## config.mk

```make
export PLATFORM = sky130hd
export DESIGN_NAME = lock_seq_ctrl
export DESIGN_NICKNAME = d
export VERILOG_FILES = /design/src/rtl/lock_seq_ctrl.sv
export SDC_FILE = /design/constraint.sdc
export NUM_CORES = 1
export LEC_CHECK = 0
export ABC_AREA = 1
export CORE_AREA = 2 2 39 41
export DETAILED_ROUTE_END_ITERATION = 6
export DIE_AREA = 0 0 41 43
export DONT_BUFFER_PORTS = 1
export SLEW_MARGIN = 20
export SYNTH_ARGS = -nofsm -noshare
export SYNTH_HDL_FRONTEND = slang
export SYNTH_SLANG_ARGS = --single-unit
```

## constraint.sdc

```tcl
create_clock -name clk -period 1.95 [get_ports clk]
set_clock_uncertainty 0.2 [all_clocks]
set_input_delay 0.2925 -clock clk [delete_from_list [all_inputs] [get_ports clk]]
set_output_delay 0.2925 -clock clk [all_outputs]
set_load 0.005 [all_outputs]
```

## src/rtl/lock_seq_ctrl.sv

```systemverilog
module lock_seq_ctrl (
  input  logic       clk,
  input  logic       rst_n,
  input  logic       cyc_go,
  input  logic [2:0] cyc_kind,
  input  logic       lock_prefix,
  input  logic       data_start,
  input  logic       instr_done,
  output logic [2:0] status,
  output logic       lock_n,
  output logic       pf_inhibit
);
  localparam logic [2:0] K_FETCH = 3'd0;
  localparam logic [2:0] K_MRD   = 3'd1;
  localparam logic [2:0] K_MWR   = 3'd2;
  localparam logic [2:0] K_IORD  = 3'd3;
  localparam logic [2:0] K_IOWR  = 3'd4;
  localparam logic [2:0] K_INTA  = 3'd5;
  localparam logic [2:0] K_HALT  = 3'd6;

  localparam logic [2:0] ST_INTA  = 3'b000;
  localparam logic [2:0] ST_IORD  = 3'b001;
  localparam logic [2:0] ST_IOWR  = 3'b010;
  localparam logic [2:0] ST_HALT  = 3'b011;
  localparam logic [2:0] ST_FETCH = 3'b100;
  localparam logic [2:0] ST_MRD   = 3'b101;
  localparam logic [2:0] ST_MWR   = 3'b110;
  localparam logic [2:0] ST_IDLE  = 3'b111;

  logic       armed, locked;
  logic [2:0] status_q, code;

  always_comb begin
    case (cyc_kind)
      K_FETCH: code = locked ? ST_IDLE : ST_FETCH;
      K_MRD:   code = ST_MRD;
      K_MWR:   code = ST_MWR;
      K_IORD:  code = ST_IORD;
      K_IOWR:  code = ST_IOWR;
      K_INTA:  code = ST_INTA;
      K_HALT:  code = ST_HALT;
      default: code = ST_IDLE;
    endcase
    if (!cyc_go) code = ST_IDLE;
  end

  always_ff @(posedge clk) begin
    if (!rst_n) begin
      armed    <= 1'b0;
      locked   <= 1'b0;
      status_q <= ST_IDLE;
    end else begin
      armed    <= lock_prefix | (armed & ~data_start & ~instr_done);
      locked   <= locked ? ~instr_done : (armed & data_start & ~instr_done);
      status_q <= code;
    end
  end

  assign status     = status_q;
  assign lock_n     = ~locked;
  assign pf_inhibit = locked;
endmodule

```

---- Yosys cells after proc, flatten, opt, wreduce, memory -nomap -nowiden ----
Index checks and enable logic that the tools add are counted.
word-level totals
  register bits ........................... 5
  output and inout port bits .............. 5
  word-level logic and storage cells ...... 22
  input port bits ......................... 9
cells by class
  reduce and logical (&&, ||, !) cells .... 2
  muxes and demuxes ....................... 3
  bitwise gates (word level) .............. 8
  equality and inequality tests ........... 6
operator list
  cell                                                                   number
  3-bit case mux with 7 select lines                                     1
  3-bit equality test, second input constant                             3
  3-bit by 2-bit equality test with 1-bit output, second input constant  2
  1-bit bitwise AND                                                      4
  3-bit by 1-bit equality test with 1-bit output, second input constant  1
  3-bit zero test                                                        1
  1-bit NOT                                                              3
  2-bit 2-to-1 mux                                                       1
  2-bit AND reduction                                                    1
  1-bit 2-to-1 mux                                                       1
  1-bit bitwise OR                                                       1

---- Longest topological paths before layout ----
Gate-level depths: netlist of run 1.
  word-level depth ........................ 4
  depth in mapped cells ................... 5

---- Least setup slack after synthesis of run 1 ----
OpenSTA, ideal clock, no wires.
  path type ............................... reg2out
  start ................................... register locked, in the netlist pf_inhibit
  end ..................................... output lock_n
  path slack .............................. 1.048 ns
  stages on the path, launching flop included .. 2
  data required time ...................... 1.457 ns
  buffers on the path ..................... 0
  data arrival time ....................... 0.410 ns
  cells stage by stage .................... dfxtp_1 > inv_1
on the way
  longest elaborated chain between the ends .. 1
ends and longest elaborated chain
  element                 line  source
  from (decl)             30    logic armed, locked;
  from (signal assigned)  54    locked <= locked ? ~instr_done : (armed & data_start & ~instr_done);
  1-bit NOT               60    assign lock_n = ~locked;
  to (decl)               10    output logic lock_n,
No other way between the ends.

---- Final worst setup path of run 1 ----
  start ................................... input rst_n
  end ..................................... register armed
RTL lines
  element               line  source
  from (decl)           3     input logic rst_n,
  to (signal assigned)  53    armed <= lock_prefix | (armed & ~data_start & ~instr_done);
  to (decl)             30
No word-level cell between the ends.

==> summary.md, run 1 <==
| Metric | Value |
|---|---|
| Detailed Route Iter0 Violations | 2 |
| Final Critical Period | roughly 1.5 ns |
| Leading area contributor after synthesis | dfxtp_1 |
| Cts bufs inserted | 3 |
| Sequential-to-total area share from yosys stat | 0.460 |
| Antenna violations before repair | 0 |
| Critical path fanouts, max | 3 |
| Final setup TNS | 0 ns |
| Grt ovf | 0 |
| Syn_nets | 44 |
| Pwr Total | 249 uW |
| Outcome | completed |
| Non-filler instance count after layout | 59 |
| DRC errors left | 0 |
| CP cell instances | dlygate4sd3_1, inv_1, a21oi_1, dlygate4sd3_1 |
| Starting density of the core | 0.157 |
| CP Launch Type | input port |
| Post-route antenna net violation count | 0 |
| Die ar. | 1760 um^2 |
| Routed wire per std cell | ~7.4 um |
| Initial DRT Pass Iterations | 3 |
| Clk slew on worst S/H paths | 0.04 ns |
| Number of synthesized register bits | 5 |
| Max Cap Violations | 0 |
| Most common cell after layout, fill and taps aside | nand2_1 |
| Via Count | 212 |
| P_int | 196 uW |
| Ratio of final minimum period to clock period | 0.781 |
| Register Area | 100 um^2 |
| Total GRT Usage | 0.0661 |
| GP Congestion | 0.654 |
| Post-synthesis cell count | 35 |
| Leakage | approximately 0.00016 uW |
| Synth area leaders | dfxtp_1 (46%), nand2_1 (26%), inv_1 (12%) |
| Number of fill cells | 157 |
| Max H-tree Level | 1 |
| Avg Vias per Cell | 3.59 |
| Multi-input gate area | 87.6 um^2 |
| Vias in the first global route | 200 |
| Slew Viols, Final | 0 |
| Root Buffer | clkbuf_4 |
| Mapped Area | between 200 and 250 um^2 |
| Final setup fails | 0 |
| Req. time, crit path | ~1.9 ns |
| Hpwl dp | 354 um |
| Worst Path Buf+Inv | 3 |
| VDD IR max | 0.000255 V |
| Skew-Pair Late Insertion Delay | 0.24 ns |
| Placed cell count | 51 |
| Synthesis Warnings | 0 |
| F_max | between 0.6 and 0.7 GHz |
| N_diodes | 0 |
| FF-to-FF path depth | 5 |
| Clock network power share | 0.472 |
| Worst Tran Pin Value | 0.128 ns |
| Worst path most repeated cell | dlygate4sd3_1 |
| Core area | 1380 um^2 |
| Worst slew margin | 0.915 |
| Layout cells sized above 1 | 0.0930 |
| Seq pwr share | 0.443 |
| Net Sw Frac | 0.211 |
| CP Depth | 4 |
| Synth top area share | 0.460 |
| Resize count post-CTS | 0 |
| Syn Area/Cell | 6.22 um^2 |
| Pwr/cell area | 817 nW/um^2 |
| CP endpoint kind | flip-flop |
| RSZ-0062 raised after global routing | false |
| Delay-heaviest family, CP | buffers and inverters |
| CTS tree | built |
| Worst Hold Depth | 3 |
| Gate power share | 0.085 |
| Psw | 52.5 uW |
| Die Span Y | 43 um |
| NumNets Final | 53 |
| First-pass GRT wire length | a little over 700 um |
| Port Buf Inserts | 0 |
| Most frequent cells in the layout | nand2_1 (15), inv_1 (7), dfxtp_1 (5) |
| CP max-delay cell | dlygate4sd3_1 |
| Die X-Extent | 41 um |
| Clk sinks | 5 |
| Post-Route WL | 437 um |
| Worst EP arrival | roughly 1.5 ns |
| Placement Rows | 14 |
| Io pins | 14 |
| Hold crit path type | input port to flip-flop |
| Worst R2R Setup Slack | 0.51 ns |
| Clock tree buffer depth | 2 |
| Largest net degree at the start of global routing | 5 |
| Critical path class | input port to flip-flop |
| Distinct cell type count after synthesis | 8 |
| Fin. Hold Viols | 0 |
| P&R area growth vs syn | 39.7% |
| Worst path max stage delay | approximately 0.54 ns |
## flip-flops by register name, indices dropped and copies added (netlist names)
| register | count |
|---|---|
| status | 3 |
| armed | 1 |
| pf_inhibit | 1 |
## repair_timing
item / in CTS / in global routing
hold endpoints to repair: 2 / 0
hold buffers: 4 / 0
setup endpoints to repair: 0 / 0
setup buffers: 0 / 0
## worst min-delay path, delay by kind of cell
| family | cells | cell delay, ns |
|---|---|---|
| simple gates | 3 | 0.12 |
## cells in the mapped netlist
library cell / n
inv_1: 7
nor2_1: 3
a21oi_1: 1
inv_2: 1
nand2_1: 15
nand3_1: 2
dfxtp_1: 5
o21ai_1: 1
## per-stage QoR
step	util	setup WS (ns)	area [um^2]	hold slack (ns)
floorplan	-	1.05	218	0.164
global placement	0.172	0.995	238	0.170
detailed placement	0.172	0.992	238	0.170
CTS	0.220	0.440	304	0.00200
global route	0.220	0.383	304	0.0296
finish	0.220	0.427	304	0.00853
## power groups by stage
| stage | logic, uW | clock network (uW) | registers (uW) |
|---|---|---|---|
| 2_1_floorplan | 13.9 | 0 | 111 |
| 3_5_place_dp | 16.1 | 0 | 112 |
| 3_3_place_gp | 15.8 | 0 | 112 |
| 6_report | 21.2 | 117 | 110 |
| 4_1_cts | 21.5 | 124 | 110 |
| 5_1_grt | 24.9 | 129 | 111 |
## final timing paths
check | start | end
setup reg to reg | pf_inhibit | pf_inhibit
hold reg to reg | pf_inhibit | status[0]
hold / removal | cyc_kind[2] | status[0]
setup / recovery | rst_n | armed
## layer usage
layer | up-vias | part of all wire | track usage
li1 | 118 | - | -
met1 | 79 | 0.34 | 0.0543
met2 | 15 | 0.44 | 0.0875
met3 | 0 | 0.22 | 0.0785
met4 | 0 | 0 | 0.0400
met5 | - | 0 | 0
## cell families after synthesis
logic type / after synthesis / synth area share
AND/OR/NAND/NOR: 20 / 0.356
AO/OA/AOI/OAI: 2 / 0.0459
buffers and inverters: 8 / 0.138
flip-flops: 5 / 0.460
## area by class of cell
type | instances | area share
Timing Repair Buffer | 4 | 0.132
Tap cell | 16 | 0.0658
Multi-Input combinational cell | 22 | 0.288
Inverter | 8 | 0.0988
Sequential cell | 5 | 0.329
Clock buffer | 4 | 0.0864
No activity file was read; power rests on OpenSTA's default activity.
==> run 2: changes to the inputs <==
- clock period: 1.95 -> 1.5 ns (I/O delays scaled with it)
==> run 2 against run 1 <==
Design area increased by 14%. Via count increased by 3.8%. Worst setup slack got worse by 0.37 ns. First-iteration DRC count increased by 50%. Die area unchanged. Utilization increased by 3.0 points. Critical path depth decreased by 1. Register-to-register slack got worse by 0.44 ns. Non-clock buffer count increased by 4. Largest cell class unchanged. Largest power group unchanged. Highest routed layer unchanged.
==> summary.md, run 2 (synthesized netlist as in run 1, its figures left out) <==
| Metric | Value |
|---|---|
| Starting density of the core | 0.157 |
| Number of fill cells | ~160 |
| Critical path class | input port to flip-flop |
| Vias in the first global route | 199 |
| Hold crit path type | input port to flip-flop |
| Routed wire per std cell | 7.95 um |
| CTS tree | built |
| Fin. Hold Viols | 0 |
| Pwr Total | 333 uW |
| Seq pwr share | 0.431 |
| Clock network power share | 0.455 |
| Via Count | 220 |
| Req. time, crit path | 1.42 ns |
| Die ar. | 1760 um^2 |
| P_int | 261 uW |
| Worst Tran Pin Value | 0.121 ns |
| Antenna violations before repair | 0 |
| CP max-delay cell | dlygate4sd3_1 |
| Post-Route WL | between 500 and 600 um |
| Die Span Y | 43 um |
| Placement Rows | 14 |
| Leakage | between 0.00015 and 0.0002 uW |
| CP endpoint kind | flip-flop |
| Max FFs per register | 3 |
| Largest net degree at the start of global routing | 4 |
| Slew Viols, Final | 0 |
| Port Buf Inserts | 0 |
| Critical path fanouts, max | 2 |
| Initial DRT Pass Iterations | 4 |
| Most common cell after layout, fill and taps aside | nand2_1 |
| VDD IR max | approximately 0.00035 V |
| Skew-Pair Late Insertion Delay | 0.24 ns |
| Outcome | completed |
| Final Critical Period | ~1.4 ns |
| Avg Vias per Cell | roughly 3.5 |
| NumNets Final | 57 |
| Die X-Extent | 41 um |
| F_max | 0.694 GHz |
| N_diodes | 0 |
| Clock tree buffer depth | 2 |
| Max Cap Violations | 0 |
| Final setup TNS | 0 ns |
| Grt ovf | 0 |
| Worst path most repeated cell | dlygate4sd3_1 |
| Total GRT Usage | 0.0721 |
| Clk slew on worst S/H paths | 0.04 ns |
| GP Congestion | 0.662 |
| Most frequent cells in the layout | nand2_1 (15), dlygate4sd3_1 (8), inv_1 (7) |
| Detailed Route Iter0 Violations | 3 |
| Cts bufs inserted | 3 |
| Root Buffer | clkbuf_4 |
| Post-route antenna net violation count | 0 |
| Layout cells sized above 1 | 0.106 |
| Clk sinks | 5 |
| Worst EP arrival | 1.36 ns |
| P&R area growth vs syn | 58.6% |
| Max H-tree Level | 1 |
| CP cell instances | dlygate4sd3_1, nor2_1, dlygate4sd3_1 |
| DRC errors left | 0 |
| Non-filler instance count after layout | 63 |
| Final setup fails | 0 |
| Worst path max stage delay | 0.55 ns |
| Psw | 71.1 uW |
| Io pins | 14 |
| First-pass GRT wire length | 759 um |
| Hpwl dp | roughly 360 um |
| Placed cell count | 51 |
| Pwr/cell area | a little under 1000 nW/um^2 |
| CP Launch Type | input port |
| Ratio of final minimum period to clock period | 0.960 |
| Net Sw Frac | 0.214 |
| Core area | between 1000 and 1500 um^2 |
| Gate power share | 0.114 |
| Worst slew margin | 0.919 |
| RSZ-0062 raised after global routing | false |
[run 2: per-layer routing]
layer / up-vias / track usage / part of all wire
li1: 125 / - / -
met1: 85 / 0.0671 / 0.41
met2: 10 / 0.0938 / 0.47
met3: 0 / 0.0628 / 0.11
met4: 0 / 0.0600 / 0
met5: - / 0 / 0
[run 2: power by group through the flow]
| stage | Sequential [uW] | Clock, uW | Combinational [uW] |
|---|---|---|---|
| 3_3_place_gp | 146 | 0 | 20.6 |
| 6_report | 143 | 151 | 37.9 |
| 3_5_place_dp | 145 | 0 | 20.8 |
| 5_1_grt | 144 | 172 | 43.1 |
| 4_1_cts | 143 | 163 | 37.9 |
| 2_1_floorplan | 145 | 0 | 18.1 |
[run 2: worst paths after layout]
| path | from | endpoint | slack, ns | cells after the start |
|---|---|---|---|---|
| setup / recovery | instr_done | pf_inhibit | 0.06 | 3 |
| hold / removal | cyc_kind[2] | status[2] | 0.02 | 4 |
| setup reg to reg | pf_inhibit | pf_inhibit | 0.07 | 5 |
| hold reg to reg | armed | armed | 0.26 | 2 |
[run 2: area by class of cell]
cell class                 instances  area, um^2  share of cell area
clock buffer                       4        26.3              0.0761
inverter                           8        30.0              0.0870
multi-input combinational         22        87.6               0.254
sequential                         5         101               0.293
tap                               16        20.0              0.0580
timing repair buffer               8        80.1               0.232
[run 2: critical path, delay by kind of cell]
family / cells / cell delay, ns
buf+inv: 2 / 1.09
simple gates: 1 / 0.05
[run 2: repair_timing]
action | CTS | global route
setup buffers | 0 | 0
endpoints found under the hold margin | 5 | 0
hold buffers | 8 | 0
endpoints found under the setup margin | 0 | 1
resized for setup | 0 | 1
[run 2: through the flow]
| step | area, um^2 | hold slack (ns) | setup slack, ns | utilization |
|---|---|---|---|---|
| after floorplan | 218 | 0.0965 | 0.622 | - |
| after global placement | 238 | 0.102 | 0.563 | 0.172 |
| after detailed placement | 238 | 0.105 | 0.545 | 0.172 |
| after CTS | 344 | 0.00604 | 0.0430 | 0.249 |
| after global routing | 345 | 0.0159 | 0.00325 | 0.250 |
| final | 345 | 0.0166 | 0.0599 | 0.250 |
==> run 3: changes to the inputs <==
- CELL_PAD_IN_SITES_DETAIL_PLACEMENT: unset -> 2
- CELL_PAD_IN_SITES_GLOBAL_PLACEMENT: unset -> 2
- PLACE_DENSITY_LB_ADDON: unset -> 0.1
==> run 3 against run 2 <==
Combinational power is 7.1% higher. Utilization stayed put. Non-clock buffer count stayed put. Highest routed layer is now met4. Sequential power hardly changed. Largest power group unchanged. Routed wire length is 51% higher. Sequential share of layout area stayed put. Clock power is 9% higher. Count of clock-buffer cells in the layout stayed put. Die area stayed put. Power is 4.8% higher.
==> summary.md, run 3 (synthesized netlist as in run 1, its figures left out) <==
| Metric | Value |
|---|---|
| P&R area growth vs syn | 58.6% |
| Worst EP arrival | roughly 1.4 ns |
| Grt ovf | 0 |
| Die X-Extent | 41 um |
| Most frequent cells in the layout | nand2_1 (15), dlygate4sd3_1 (8), inv_1 (6) |
| Psw | around 86 uW |
| Setup Buffers After CTS | 0 |
| Critical path fanouts, max | 2 |
| CP Launch Type | input port |
| Worst Tran Pin Value | 0.138 ns |
| Fin. Hold Viols | 0 |
| Post-Route WL | 756 um |
| Number of fill cells | 173 |
| Worst slew margin | 0.907 |
| GP Congestion | 0.600 |
| Net Sw Frac | 0.248 |
| Final worst slack | approximately 0.053 ns |
| First-pass GRT wire length | about 1200 um |
| Pwr/cell area | 1010 nW/um^2 |
| Outcome | completed |
| Layout cells sized above 1 | 0.128 |
| Post-route antenna net violation count | 0 |
| Final Instance Area | 345 um^2 |
| Initial DRT Pass Iterations | 2 |
| N_diodes | 0 |
| Core area | between 1000 and 1500 um^2 |
| Starting density of the core | 0.157 |
| Clk slew on worst S/H paths | approximately 0.050 ns |
| Fin util | 0.250 |
| F_max | 0.691 GHz |
| Avg Vias per Cell | 4.03 |
| P_int | 262 uW |
| Critical path class | input port to flip-flop |
| NumNets Final | 57 |
| Detailed Route Iter0 Violations | 1 |
| Final setup TNS | 0 ns |
| Hpwl dp | 506 um |
| Via Count | between 200 and 300 |
| Root Buffer | clkbuf_4 |
| Die ar. | 1760 um^2 |
| Routed wire per std cell | 12.0 um |
| Req. time, crit path | 1.43 ns |
| CP endpoint kind | flip-flop |
| Vias in the first global route | approximately 290 |
| Max H-tree Level | 1 |
| RSZ-0062 raised after global routing | false |
| Final Critical Period | around 1.4 ns |
| VDD IR max | 0.000368 V |
| Max FFs per register | 3 |
| Ratio of final minimum period to clock period | 0.965 |
| CTS tree | built |
| Area after DPL | 238 um^2 |
| Cts bufs inserted | 3 |
| Seq pwr share | 0.411 |
| Total GRT Usage | 0.114 |
| Final setup fails | 0 |
| Clock tree buffer depth | 2 |
| Port Buf Inserts | 0 |
| Antenna violations before repair | 0 |
| Placement Rows | 14 |
| Most common cell after layout, fill and taps aside | nand2_1 |
| Io pins | 14 |
| Gate power share | 0.116 |
| Die Span Y | 43 um |
| Slew Viols, Final | 0 |
| Skew-Pair Late Insertion Delay | 0.25 ns |
| Max Cap Violations | 0 |
| Clock network power share | 0.472 |
| DRC errors left | 0 |
| Clk sinks | 5 |
| Pre-CTS worst setup slack | 0.543 ns |
| Leakage | roughly 0.00018 uW |
| Hold crit path type | input port to flip-flop |
| Largest net degree at the start of global routing | 4 |
-- run 3: worst paths after layout --
path | depth (start not counted) | slack (ns) | start | end
worst max-delay path | 3 | 0.05 | instr_done | pf_inhibit
worst min-delay path | 3 | 0.02 | cyc_kind[1] | status[2]
worst max register to register | 5 | 0.10 | pf_inhibit | pf_inhibit
worst min register to register | 2 | 0.28 | armed | armed
-- run 3: through the flow --
step	std cells	hold WS [ns]	total power (uW)
after CTS	63	0.0152	353
after detailed placement	51	0.101	168
after global routing	63	0.0288	375
final	63	0.0176	349
after global placement	51	0.0991	167
after floorplan	35	0.0965	163
-- run 3: per-layer routing --
metal	track usage	up-vias	routed length [um]
met5	0	-	0
met4	0.0400	0	10
met3	0.105	3	79
met1	0.0671	114	197
met2	0.209	12	469
li1	-	125	-
-- run 3: final cells by class --
class | instances | area (um^2) | area share
Tap cell | 16 | 20.0 | 0.0580
Sequential cell | 5 | 101 | 0.293
Clock buffer | 4 | 26.3 | 0.0761
Multi-Input combinational cell | 22 | 87.6 | 0.254
Timing Repair Buffer | 8 | 80.1 | 0.232
Inverter | 8 | 30.0 | 0.0870
-- run 3: worst max-delay path: stages --
cell and delay [ns]:
dlygate4sd3_1 0.56, nor2_1 0.05, dlygate4sd3_1 0.54
-- run 3: what timing repair did --
action | in CTS | in global routing
hold buffers | 8 | 0
setup endpoints to repair | 0 | 1
resized for setup | 0 | 2
endpoints found under the hold margin | 5 | 0
-- run 3: power by group through the flow --
stage / Combinational, uW / Clock, uW / Sequential (uW)
5_1_grt: 45.8 / 185 / 144
3_3_place_gp: 21.5 / 0 / 146
2_1_floorplan: 18.1 / 0 / 145
6_report: 40.6 / 165 / 143
3_5_place_dp: 22.4 / 0 / 146
4_1_cts: 39.7 / 170 / 143
